==> config.mk <==
export PLATFORM = sky130hd
export DESIGN_NAME = spr_access_unit
export DESIGN_NICKNAME = d
export VERILOG_FILES = /design/src/rtl/spr_pkg.sv /design/src/rtl/spr_decode.sv /design/src/rtl/spr_sysregs.sv /design/src/rtl/spr_accum.sv /design/src/rtl/spr_rdmux.sv /design/src/rtl/spr_access_unit.sv
export SDC_FILE = /design/constraint.sdc
export NUM_CORES = 1
export LEC_CHECK = 0
export BUFFER_PORTS_ARGS = -buffer_cell sky130_fd_sc_hd__buf_4
export CORE_MARGIN = 5
export CORE_UTILIZATION = 35
export DETAILED_ROUTE_END_ITERATION = 8
export SLEW_MARGIN = 10
export SYNTH_ARGS = -nofsm -noshare
export SYNTH_HDL_FRONTEND = slang
export SYNTH_HIERARCHICAL = 1
export SYNTH_SLANG_ARGS = --single-unit
==> constraint.sdc <==
create_clock -name clk -period 2.2 [get_ports clk]
set_input_delay 0.11 -clock clk [delete_from_list [all_inputs] [get_ports clk]]
set_output_delay 0.11 -clock clk [all_outputs]
set_load 0.005 [all_outputs]
==> src/rtl/spr_pkg.sv <==
package spr_pkg;
  localparam int ADDR_W = 16;
  localparam int GRP_W  = 5;
  localparam int IDX_W  = 11;
  localparam int XLEN   = 32;

  // group numbers
  localparam logic [GRP_W-1:0] G_SYS  = 5'd0;
  localparam logic [GRP_W-1:0] G_DTR  = 5'd1;
  localparam logic [GRP_W-1:0] G_ITR  = 5'd2;
  localparam logic [GRP_W-1:0] G_MAC  = 5'd5;
  localparam logic [GRP_W-1:0] G_PWR  = 5'd8;
  localparam logic [GRP_W-1:0] G_PIC  = 5'd9;
  localparam logic [GRP_W-1:0] G_TICK = 5'd10;

  // external range bounds (inclusive)
  localparam int TR_LO  = 512;
  localparam int TR_HI  = 1535;
  localparam int SHD_LO = 1024;
  localparam int SHD_HI = 1535;
  localparam int TICK_HI = 1;

  localparam int EXT_N   = 4;
  localparam int EXT_DTR = 0;
  localparam int EXT_ITR = 1;
  localparam int EXT_SHD = 2;
  localparam int EXT_TMR = 3;

  localparam int PWR_DOZE_BIT  = 4;
  localparam int PWR_SLEEP_BIT = 5;

  typedef enum logic [4:0] {
    SPR_NONE, SPR_VER, SPR_UPR, SPR_CPUCFG, SPR_DMMUCFG, SPR_IMMUCFG,
    SPR_EVBAR, SPR_NPC, SPR_SR, SPR_PPC, SPR_EPCR, SPR_EEAR, SPR_ESR,
    SPR_COREID, SPR_NCORES, SPR_MACLO, SPR_MACHI, SPR_PMR, SPR_PICMR,
    SPR_PICSR
  } spr_id_e;

  // plain read/write register slots
  localparam int PLAIN_N = 7;
  localparam int P_EVBAR = 0;
  localparam int P_SR    = 1;
  localparam int P_PPC   = 2;
  localparam int P_EPCR  = 3;
  localparam int P_EEAR  = 4;
  localparam int P_ESR   = 5;
  localparam int P_PMR   = 6;

  function automatic spr_id_e plain_id(input int k);
    case (k)
      P_EVBAR: return SPR_EVBAR;
      P_SR:    return SPR_SR;
      P_PPC:   return SPR_PPC;
      P_EPCR:  return SPR_EPCR;
      P_EEAR:  return SPR_EEAR;
      P_ESR:   return SPR_ESR;
      default: return SPR_PMR;
    endcase
  endfunction

  function automatic logic [ADDR_W-1:0] spr_loc(input int grp, input int idx);
    return ADDR_W'((grp << IDX_W) + idx);
  endfunction
endpackage

==> src/rtl/spr_decode.sv <==
module spr_decode
  import spr_pkg::*;
(
  input  logic [ADDR_W-1:0] addr,
  output spr_id_e           id,
  output logic [EXT_N-1:0]  region
);
  logic [GRP_W-1:0] grp;
  logic [IDX_W-1:0] idx;
  assign grp = addr[ADDR_W-1 -: GRP_W];
  assign idx = addr[IDX_W-1:0];

  always_comb begin
    id = SPR_NONE;
    case (grp)
      G_SYS: begin
        case (idx)
          11'd0:   id = SPR_VER;
          11'd1:   id = SPR_UPR;
          11'd2:   id = SPR_CPUCFG;
          11'd3:   id = SPR_DMMUCFG;
          11'd4:   id = SPR_IMMUCFG;
          11'd11:  id = SPR_EVBAR;
          11'd16:  id = SPR_NPC;
          11'd17:  id = SPR_SR;
          11'd18:  id = SPR_PPC;
          11'd32:  id = SPR_EPCR;
          11'd48:  id = SPR_EEAR;
          11'd64:  id = SPR_ESR;
          11'd128: id = SPR_COREID;
          11'd129: id = SPR_NCORES;
          default: id = SPR_NONE;
        endcase
      end
      G_MAC: begin
        if (idx == 11'd1)      id = SPR_MACLO;
        else if (idx == 11'd2) id = SPR_MACHI;
      end
      G_PWR: if (idx == 11'd0) id = SPR_PMR;
      G_PIC: begin
        if (idx == 11'd0)      id = SPR_PICMR;
        else if (idx == 11'd2) id = SPR_PICSR;
      end
      default: id = SPR_NONE;
    endcase
  end

  always_comb begin
    region          = '0;
    region[EXT_DTR] = (grp == G_DTR) && (int'(idx) >= TR_LO) && (int'(idx) <= TR_HI);
    region[EXT_ITR] = (grp == G_ITR) && (int'(idx) >= TR_LO) && (int'(idx) <= TR_HI);
    region[EXT_SHD] = (grp == G_SYS) && (int'(idx) >= SHD_LO) && (int'(idx) <= SHD_HI);
    region[EXT_TMR] = (grp == G_TICK) && (int'(idx) <= TICK_HI);
  end
endmodule

==> src/rtl/spr_sysregs.sv <==
module spr_sysregs
  import spr_pkg::*;
#(
  parameter logic [31:0] EVBAR_RST = 32'h0,
  parameter logic [31:0] SR_RST    = 32'h1,
  parameter int          NIRQ      = 32
) (
  input  logic             clk,
  input  logic             rst_n,
  input  logic             we,
  input  spr_id_e          id,
  input  logic [XLEN-1:0]  wdata,
  input  logic [NIRQ-1:0]  irq_raise,
  output logic [XLEN-1:0]  plain_q [PLAIN_N],
  output logic [NIRQ-1:0]  mask_q,
  output logic [NIRQ-1:0]  pend_q
);
  for (genvar k = 0; k < PLAIN_N; k++) begin : g_plain
    localparam logic [XLEN-1:0] RST = (k == P_EVBAR) ? EVBAR_RST :
                                      (k == P_SR)    ? SR_RST : '0;
    always_ff @(posedge clk or negedge rst_n) begin
      if (!rst_n)                          plain_q[k] <= RST;
      else if (we && id == plain_id(k))    plain_q[k] <= wdata;
    end
  end

  logic [NIRQ-1:0] clr;
  assign clr = (we && id == SPR_PICSR) ? wdata[NIRQ-1:0] : '0;

  always_ff @(posedge clk or negedge rst_n) begin
    if (!rst_n) begin
      mask_q <= '0;
      pend_q <= '0;
    end else begin
      if (we && id == SPR_PICMR) mask_q <= wdata[NIRQ-1:0];
      pend_q <= (pend_q & ~clr) | irq_raise;
    end
  end
endmodule

==> src/rtl/spr_accum.sv <==
module spr_accum
  import spr_pkg::*;
(
  input  logic              clk,
  input  logic              rst_n,
  input  logic              we,
  input  spr_id_e           id,
  input  logic [XLEN-1:0]   wdata,
  output logic [2*XLEN-1:0] acc_q
);
  always_ff @(posedge clk or negedge rst_n) begin
    if (!rst_n) acc_q <= '0;
    else if (we && id == SPR_MACLO) acc_q[XLEN-1:0]      <= wdata;
    else if (we && id == SPR_MACHI) acc_q[2*XLEN-1:XLEN] <= wdata;
  end
endmodule

==> src/rtl/spr_rdmux.sv <==
module spr_rdmux
  import spr_pkg::*;
#(
  parameter logic [31:0] VER_VAL     = 32'h0,
  parameter logic [31:0] VER_MASK    = 32'h0,
  parameter logic [31:0] UPR_VAL     = 32'h0,
  parameter logic [31:0] CPUCFG_VAL  = 32'h0,
  parameter logic [31:0] DMMUCFG_VAL = 32'h0,
  parameter logic [31:0] IMMUCFG_VAL = 32'h0,
  parameter logic [31:0] CORE_ID     = 32'h0,
  parameter logic [31:0] NUM_CORES   = 32'h1,
  parameter int          NIRQ        = 32
) (
  input  spr_id_e           id,
  input  logic [XLEN-1:0]   prev_rd,
  input  logic [XLEN-1:0]   cur_pc,
  input  logic [XLEN-1:0]   plain_q [PLAIN_N],
  input  logic [NIRQ-1:0]   mask_q,
  input  logic [NIRQ-1:0]   pend_q,
  input  logic [2*XLEN-1:0] acc_q,
  output logic [XLEN-1:0]   rd_next
);
  always_comb begin
    case (id)
      SPR_VER:     rd_next = VER_VAL & VER_MASK;
      SPR_UPR:     rd_next = UPR_VAL;
      SPR_CPUCFG:  rd_next = CPUCFG_VAL;
      SPR_DMMUCFG: rd_next = DMMUCFG_VAL;
      SPR_IMMUCFG: rd_next = IMMUCFG_VAL;
      SPR_EVBAR:   rd_next = plain_q[P_EVBAR];
      SPR_NPC:     rd_next = cur_pc;
      SPR_SR:      rd_next = plain_q[P_SR];
      SPR_PPC:     rd_next = plain_q[P_PPC];
      SPR_EPCR:    rd_next = plain_q[P_EPCR];
      SPR_EEAR:    rd_next = plain_q[P_EEAR];
      SPR_ESR:     rd_next = plain_q[P_ESR];
      SPR_COREID:  rd_next = CORE_ID;
      SPR_NCORES:  rd_next = NUM_CORES;
      SPR_MACLO:   rd_next = acc_q[XLEN-1:0];
      SPR_MACHI:   rd_next = acc_q[2*XLEN-1:XLEN];
      SPR_PMR:     rd_next = plain_q[P_PMR];
      SPR_PICMR:   rd_next = XLEN'(mask_q);
      SPR_PICSR:   rd_next = XLEN'(pend_q);
      default:     rd_next = prev_rd;
    endcase
  end
endmodule

==> src/rtl/spr_access_unit.sv <==
module spr_access_unit
  import spr_pkg::*;
#(
  parameter logic [31:0] VER_VAL     = 32'h1200_0001,
  parameter logic [31:0] VER_MASK    = 32'hFF00_003F,
  parameter logic [31:0] UPR_VAL     = 32'h0000_0619,
  parameter logic [31:0] CPUCFG_VAL  = 32'h0000_0020,
  parameter logic [31:0] DMMUCFG_VAL = 32'h0000_0018,
  parameter logic [31:0] IMMUCFG_VAL = 32'h0000_0018,
  parameter logic [31:0] EVBAR_RST   = 32'h0000_0000,
  parameter logic [31:0] SR_RST      = 32'h0000_0001,
  parameter logic [31:0] CORE_ID     = 32'h0000_0000,
  parameter logic [31:0] NUM_CORES   = 32'h0000_0001,
  parameter int          NIRQ        = 32
) (
  input  logic             clk,
  input  logic             rst_n,
  input  logic [15:0]      req_addr,
  input  logic [31:0]      req_wdata,
  input  logic             req_mt,
  input  logic             req_mf,
  input  logic [31:0]      prev_rd,
  input  logic [31:0]      cur_pc,
  input  logic [NIRQ-1:0]  irq_raise,
  output logic [31:0]      rd_data,
  output logic             rd_valid,
  output logic [3:0]       ext_sel,
  output logic             halt_req,
  output logic [31:0]      resume_pc,
  output logic             redirect,
  output logic [31:0]      redirect_pc
);
  spr_id_e            id;
  logic [EXT_N-1:0]   region;
  logic [XLEN-1:0]    plain_q [PLAIN_N];
  logic [NIRQ-1:0]    mask_q;
  logic [NIRQ-1:0]    pend_q;
  logic [2*XLEN-1:0]  acc_q;
  logic [XLEN-1:0]    rd_next;
  logic               halt_hit;
  logic               jump_hit;

  spr_decode u_dec (
    .addr   (req_addr),
    .id     (id),
    .region (region)
  );

  spr_sysregs #(.EVBAR_RST(EVBAR_RST), .SR_RST(SR_RST), .NIRQ(NIRQ)) u_regs (
    .clk       (clk),
    .rst_n     (rst_n),
    .we        (req_mt),
    .id        (id),
    .wdata     (req_wdata),
    .irq_raise (irq_raise),
    .plain_q   (plain_q),
    .mask_q    (mask_q),
    .pend_q    (pend_q)
  );

  spr_accum u_acc (
    .clk   (clk),
    .rst_n (rst_n),
    .we    (req_mt),
    .id    (id),
    .wdata (req_wdata),
    .acc_q (acc_q)
  );

  spr_rdmux #(
    .VER_VAL(VER_VAL), .VER_MASK(VER_MASK), .UPR_VAL(UPR_VAL),
    .CPUCFG_VAL(CPUCFG_VAL), .DMMUCFG_VAL(DMMUCFG_VAL),
    .IMMUCFG_VAL(IMMUCFG_VAL), .CORE_ID(CORE_ID),
    .NUM_CORES(NUM_CORES), .NIRQ(NIRQ)
  ) u_mux (
    .id      (id),
    .prev_rd (prev_rd),
    .cur_pc  (cur_pc),
    .plain_q (plain_q),
    .mask_q  (mask_q),
    .pend_q  (pend_q),
    .acc_q   (acc_q),
    .rd_next (rd_next)
  );

  assign ext_sel  = region & {EXT_N{req_mt | req_mf}};
  assign halt_hit = req_mt && (id == SPR_PMR) &&
                    (req_wdata[PWR_DOZE_BIT] || req_wdata[PWR_SLEEP_BIT]);
  assign jump_hit = req_mt && (id == SPR_NPC) && (req_wdata != cur_pc);

  always_ff @(posedge clk or negedge rst_n) begin
    if (!rst_n) begin
      rd_data     <= '0;
      rd_valid    <= 1'b0;
      halt_req    <= 1'b0;
      resume_pc   <= '0;
      redirect    <= 1'b0;
      redirect_pc <= '0;
    end else begin
      rd_valid <= req_mf;
      if (req_mf)   rd_data     <= rd_next;
      halt_req <= halt_hit;
      if (halt_hit) resume_pc   <= cur_pc + 32'd4;
      redirect <= jump_hit;
      if (jump_hit) redirect_pc <= req_wdata;
    end
  end
endmodule

* Word-level counts from Yosys, hierarchy flattened
Index checks and enable logic that the tools add are counted.
** Storage, ports and cells
- Bits in registers :: 451
- Latch bits :: 0
- RAM bits :: 0
- ROM bits :: 0
- Input bits :: 148
- Output and inout bits :: 103
- Logic and storage cells :: 102
- Memories kept :: 0
** Operators by class
- Add/sub/neg operators :: 1
- $mul :: 0
- Divide/modulo/power cells :: 0
- Order comparisons :: 4
- Eq/ne operators :: 39
- Shift-type cells :: 0
- Multiplexer cells :: 9
- Bitwise logic cells :: 6
- Reductions and logical operators :: 26
** Operators by type and width (count)
- case mux 32 bit (18 select lines) :: 1
- case mux 4 bit (14 select lines) :: 1
- equality test 5 x 4 -> 1 bit, second input constant :: 11
- equality test 11 x 5 -> 1 bit, second input constant :: 3
- adder 32 x 3 -> 32 bit, second input constant :: 1
- AND 32 bit :: 1
- 2-to-1 mux 32 bit :: 1
- inequality test 32 bit :: 1
- NOT 32 bit :: 1
- OR 32 bit :: 1
- equality test 5 x 3 -> 1 bit, second input constant :: 5
- 2-to-1 mux 5 bit :: 5
- equality test 11 x 2 -> 1 bit, second input constant :: 2
- equality test 11 x 6 -> 1 bit, second input constant :: 2
- equality test 11 x 8 -> 1 bit, second input constant :: 2
- logical AND 1 bit :: 21
- equality test 5 bit, second input constant :: 4
- case mux 5 bit (4 select lines) :: 1
- equality test 5 x 2 -> 1 bit, second input constant :: 3
- equality test 11 x 1 -> 1 bit, second input constant :: 1
- equality test 11 x 3 -> 1 bit, second input constant :: 1
- equality test 11 x 4 -> 1 bit, second input constant :: 1
- equality test 11 x 7 -> 1 bit, second input constant :: 1
- greater-or-equal comparator 11 x 10 -> 1 bit, second input constant :: 1
- 12 further kinds :: 13

* Logic depth before layout (Yosys ltp)
- Depth after elaboration :: 10
- Mapped depth :: 16
- Depth with buffers taken out :: 11

* By module
Netlist, hierarchy kept.
** By module, submodules not included
- spr_sysregs :: times used 1, cells an instance 692, area an instance 11060.6 um^2
- spr_access_unit :: times used 1, cells an instance 381, area an instance 4675.7 um^2
- spr_rdmux :: times used 1, cells an instance 535, area an instance 3599.7 um^2
- spr_accum :: times used 1, cells an instance 140, area an instance 2546.2 um^2
- spr_decode :: times used 1, cells an instance 74, area an instance 439.2 um^2

* Least setup slack after synthesis
Ideal clock, no wire load.
- Kind :: input to register
- Start point :: input port req_addr[8]
- End point :: register rd_data[19]
- Arrival :: 3.399 ns
- Required time :: 2.075 ns
- Path slack :: -1.323 ns
- Cell stages on the path :: 13
- Path buffers :: 2
- Path through :: or3_1 -> or4_1 -> a31oi_1 -> a21oi_1 -> o21ai_0 -> nand4bb_1 -> buf_4 -> nor2_2 -> buf_4 -> a222oi_1 -> inv_1 -> o32a_1 -> mux2_2
** On the way
- Elaborated cells between the ends (all ways) :: 42
- Those cells by class :: 32 x eq/ne; 8 x mux; 2 x reduce/logical
** RTL lines
- start, declared :: RTL line spr_access_unit.sv:18 : input logic [15:0] req_addr,
- equality test 11 x 8 -> 1 bit, or another cell as far along :: RTL line spr_decode.sv:17 : case (idx)
- case mux 4 bit (14 select lines), or another cell as far along :: RTL line spr_decode.sv:17
- case mux 5 bit (4 select lines) * :: RTL line spr_decode.sv:15 : case (grp)
- named net id[3] :: RTL line spr_access_unit.sv:33 : spr_id_e id;
- equality test 5 x 3 -> 1 bit :: RTL line spr_rdmux.sv:24 : case (id)
- OR reduction 2 bit (no source line)
- case mux 32 bit (18 select lines) * :: RTL line spr_rdmux.sv:24
- named net rd_next[19] :: RTL line spr_access_unit.sv:39 : logic [XLEN-1:0] rd_next;
- end signal, assigned :: RTL line spr_access_unit.sv:101 : if (req_mf) rd_data <= rd_next;
- end, declared :: RTL line spr_access_unit.sv:25 : output logic [31:0] rd_data,
Mark *: on every way through the listed nets, which the timed path passes. The rest lies on a longest branch.
A chain may end at the register's enable or synchronous reset.

* Final worst setup path
- Start point :: input port req_addr[4]
- End point :: register rd_data[0]
** On the way
- Longest elaborated chain between the ends :: 7
- Elaborated cells between the ends (all ways) :: 42
- Those cells by class :: 32 x eq/ne; 8 x mux; 2 x reduce/logical
** Ends and longest elaborated chain (RTL line)
- parallel branches: the longest is 3 deep, another holds case mux 4 bit (14 select lines)
- case mux 5 bit (4 select lines) * :: spr_decode.sv:15
- named net id[0] :: spr_access_unit.sv:33
- equality test 5 x 3 -> 1 bit :: spr_rdmux.sv:24
- OR reduction 2 bit (no source line)
- case mux 32 bit (18 select lines) * :: spr_rdmux.sv:24
- named net rd_next[0] :: spr_access_unit.sv:39
Mark *: on every way through the listed nets, which the timed path passes.

==> impl_metrics.py <==
metrics = {
    "outcome": {
        "status": "finished with violations",
        "violations": "setup timing",
    },
    "floorplanning": {
        "die_h_um": 263,
        "coreArea_um2": 63100,
        "ios": 251,
        "die_area_um2": 68900,
        "fp.dieW_um": 263,
        "initial_utilization": 0.354,
        "num_rows": 92,
    },
    "timing": {
        "grt_setup_unrepaired": "true",
        "tightest_slew_ns": 0.833,
        "whs_ns": 0.0187,
        "layout_min_cycle_time_ns": 2.78,
        "fin_skew_ns": 0.0203,
        "fin_crit_sh": 1.27,
        "max_freq_mhz": 359,
        "finalHoldViolCount": 0,
        "layout_setup_ws_ns": -0.583,
        "slew_headroom": 0.444,
        "setup_violations": 444,
        "slew_viol_final": 0,
    },
    "cts": {
        "cts-root-buf": "clkbuf_16",
        "clock_latency_ns": 0.61,
        "clock_sinks": 451,
        "cts-htree-levels": 2,
        "clockBufferDepth": 3,
        "cts_buffers": 50,
        "cts_tree": "done",
        "clkTransAtPathRegs_ns": 0.06,
    },
    "placed_design": {
        "gp_congestion": 0.948,
        "dp.cells": 3096,
        "dp_hpwl_um": 64600,
        "numPortBuffers": 250,
    },
    "setup_path": {
        "slowest_delay_ns": 0.55,
        "cp_slowest_cell": "or4_4",
        "path_class": "in -> reg",
        "start_kind": "input port",
        "path_max_fanout": 6,
        "critPathCaptureType": "flop",
        "cp.required_ns": 2.69,
        "cp_top_family": "simple AND/OR/NAND/NOR gates",
        "crit_buf_inv": 4,
        "cp_cell_sequence": "buf_6, or4_4, nor2_4, nand3_2, or4_4, nand4_1, buf_6, buf_12, buf_8, mux4_2, nor3b_1, a221oi_1, a31oi_1, mux2_2",
        "crit_arrival_ns": 3.27,
    },
    "synth": {
        "yosysMostFrequentCell": "dfrtp_1",
        "yosysTopAreaCell": "dfrtp_1",
        "postSynthCellCount": 1822,
        "ys.flop_type": "dfrtp_1",
        "async_flop_share": 1.00,
        "syn_nets": 1971,
        "synth_cell_types": 82,
        "ys_ff_latch": 451,
        "synthTopCellsByCount": "dfrtp_1 (450), mux2_2 (302), nand2_1 (91), mux2_4 (89), o21ai_0 (85)",
        "ys.warnings.count": 6,
        "ys_top_cells_by_area": "dfrtp_1 (50%), mux2_2 (15%), mux2_4 (6.0%)",
        "yosys.area.top_type_share": 0.504,
        "ys_seq_area_frac": 0.506,
        "avgSynthCellArea_um2": 12.3,
        "synth-edff-count": 0,
        "synth_area_um2": 22300,
    },
    "pwr": {
        "max-vdd-ir-drop_mv": 0.509,
        "leakage_uw": 0.0155,
        "power-per-cell-area_nw_per_um2": 561,
    },
    "cells_and_area": {
        "postLayoutCoreUtil": 0.523,
        "syn2layout_area_growth_pct": 47.7,
        "fillCellCount": 5489,
        "fin_nets": 2669,
        "drive_gt1_frac": 0.493,
        "layout.cells.non_filler": 3408,
    },
    "grt": {
        "grt_overflow": 0,
        "grt_pass1_vias": 19500,
        "track_usage": 0.258,
        "antenna_found_initial": 1,
        "grt_pass1_wl_um": 135000,
        "grt_max_degree": 82,
    },
    "drt": {
        "wl_um": 95700,
        "antenna_left": 0,
        "drc": 0,
        "drt-pass1-iter-count": 7,
        "drt_iter0_drc": 1843,
        "viasPerCell": 5.61,
        "vias": 19100,
        "post_drt_wl_per_cell_um": 28.1,
    },
    "run": {
        "maxCapViolCount": 0,
    },
    "min_path": {
        "holdCritPathClass": "in -> reg",
    },
}
## worst reg2reg max path: cells and delay by family, from the launching register on
kind	cells	cell delay, ns
AOI/OAI and AO/OA	2	0.39
DFF	1	0.38
muxes	2	0.73
and+or+nand+nor	1	0.15
## path summary, 6_finish.rpt
| kind | startpoint | end | slack [ns] | cells past startpoint |
|---|---|---|---|---|
| worst max-delay path | req_addr[4] | rd_data[0]$_DFFE_PN0P_ | -0.58 | 14 |
| worst min-delay path | req_wdata[22] | u_regs/plain_q[150]$_DFFE_PN0P_ | 0.02 | 3 |
| worst max register to register | u_regs/plain_q[96]$_DFFE_PN0P_ | rd_data[0]$_DFFE_PN0P_ | 0.42 | 5 |
| worst min register to register | resume_pc[14]$_DFFE_PN0P_ | resume_pc[14]$_DFFE_PN0P_ | 0.48 | 2 |
| max in group asynchronous | rst_n | rd_data[29]$_DFFE_PN0P_ | 1.38 | 3 |
| min in group asynchronous | rst_n | redirect_pc[20]$_DFFE_PN0P_ | 0.16 | 3 |
## metrics by stage
stage               TNS, ns  power, uW  instance area, um2  worst slack (ns)
finish              -123.42      18500               33000            -0.583
global route        -139.46      19100               33000            -0.647
CTS                 -102.55      18600               31800            -0.521
detailed placement  -416.02       9800               27500             -1.38
global placement    -410.44       9790               27500             -1.38
floorplan           -263.39       8800               22600             -1.13
## cells in the final DEF (no fill, tap or decap), types with 11 or more instances in the layout
| cell | n |
|---|---|
| nand3_1 | 56 |
| a21oi_2 | 12 |
| buf_12 | 70 |
| clkbuf_16 | 65 |
| mux2i_1 | 40 |
| a22oi_1 | 31 |
| xor2_1 | 40 |
| nor2_1 | 64 |
| mux2_2 | 205 |
| buf_6 | 54 |
| a21oi_1 | 40 |
| xnor2_1 | 25 |
| o21ai_0 | 81 |
| nor3_1 | 17 |
| nand2_1 | 82 |
| dlygate4sd3_1 | 115 |
| buf_4 | 493 |
| mux2_4 | 190 |
| inv_1 | 13 |
| clkbuf_1 | 11 |
| clkbuf_8 | 11 |
| nor4_1 | 21 |
| a22o_1 | 17 |
| o22ai_1 | 14 |
| dfrtp_1 | 450 |
| nand4_1 | 12 |
| a221oi_2 | 12 |
| nand2b_1 | 37 |
| nor2_4 | 13 |
| a31oi_1 | 28 |
## layout make-up
type	count	area (um2)	area share
diodes	1	2.50	0.0000759
clock buffers	72	1440	0.0438
clock inverters	21	235	0.00713
inverters	14	56.3	0.00171
multi-input cells	1237	11200	0.341
flip-flops and latches	451	11300	0.342
well taps	846	1060	0.0321
repair buffers	766	7640	0.232
## flip-flops by register name (all words and copies together) (netlist names)
| signal | count |
|---|---|
| u_regs/plain_q | 224 |
| u_acc/acc_q | 64 |
| rd_data | 32 |
| redirect_pc | 32 |
| resume_pc | 32 |
| u_regs/mask_q | 32 |
| u_regs/pend_q | 32 |
| halt_req | 1 |
| rd_valid | 1 |
| redirect | 1 |
## where the power goes
part	leakage (uW)	internal [uW]	switching [uW]
logic	0.00863	661	769
clock network	0.000824	5040	3620
registers	0.00606	8360	53.9
## kinds of logic after synthesis
| family | synth area share |
|---|---|
| multiplexers | 0.237 |
| flip-flops | 0.506 |
| AND/OR/NAND/NOR | 0.0955 |
| buffers and inverters | 0.0371 |
| adder cells (fa/ha/maj) | 0.000560 |
| AO/OA/AOI/OAI | 0.0989 |
| XOR/XNOR | 0.0255 |
## repair_timing
action	in CTS	in global routing
hold buffers	116	0
resized for setup	183	116
endpoints found under the setup margin	439	447
buffers inserted	45	34
endpoints found under the hold margin	652	0
gates cloned	10	18
pin swaps	18	37
## routing by layer
layer	track usage	vias to the layer above	wire length [um]
met5	0	-	0
met4	0.0765	0	3740
met3	0.0563	190	7720
met2	0.407	915	43500
met1	0.359	9877	40800
li1	-	8139	-
No activity file was read; power rests on OpenSTA's default activity.
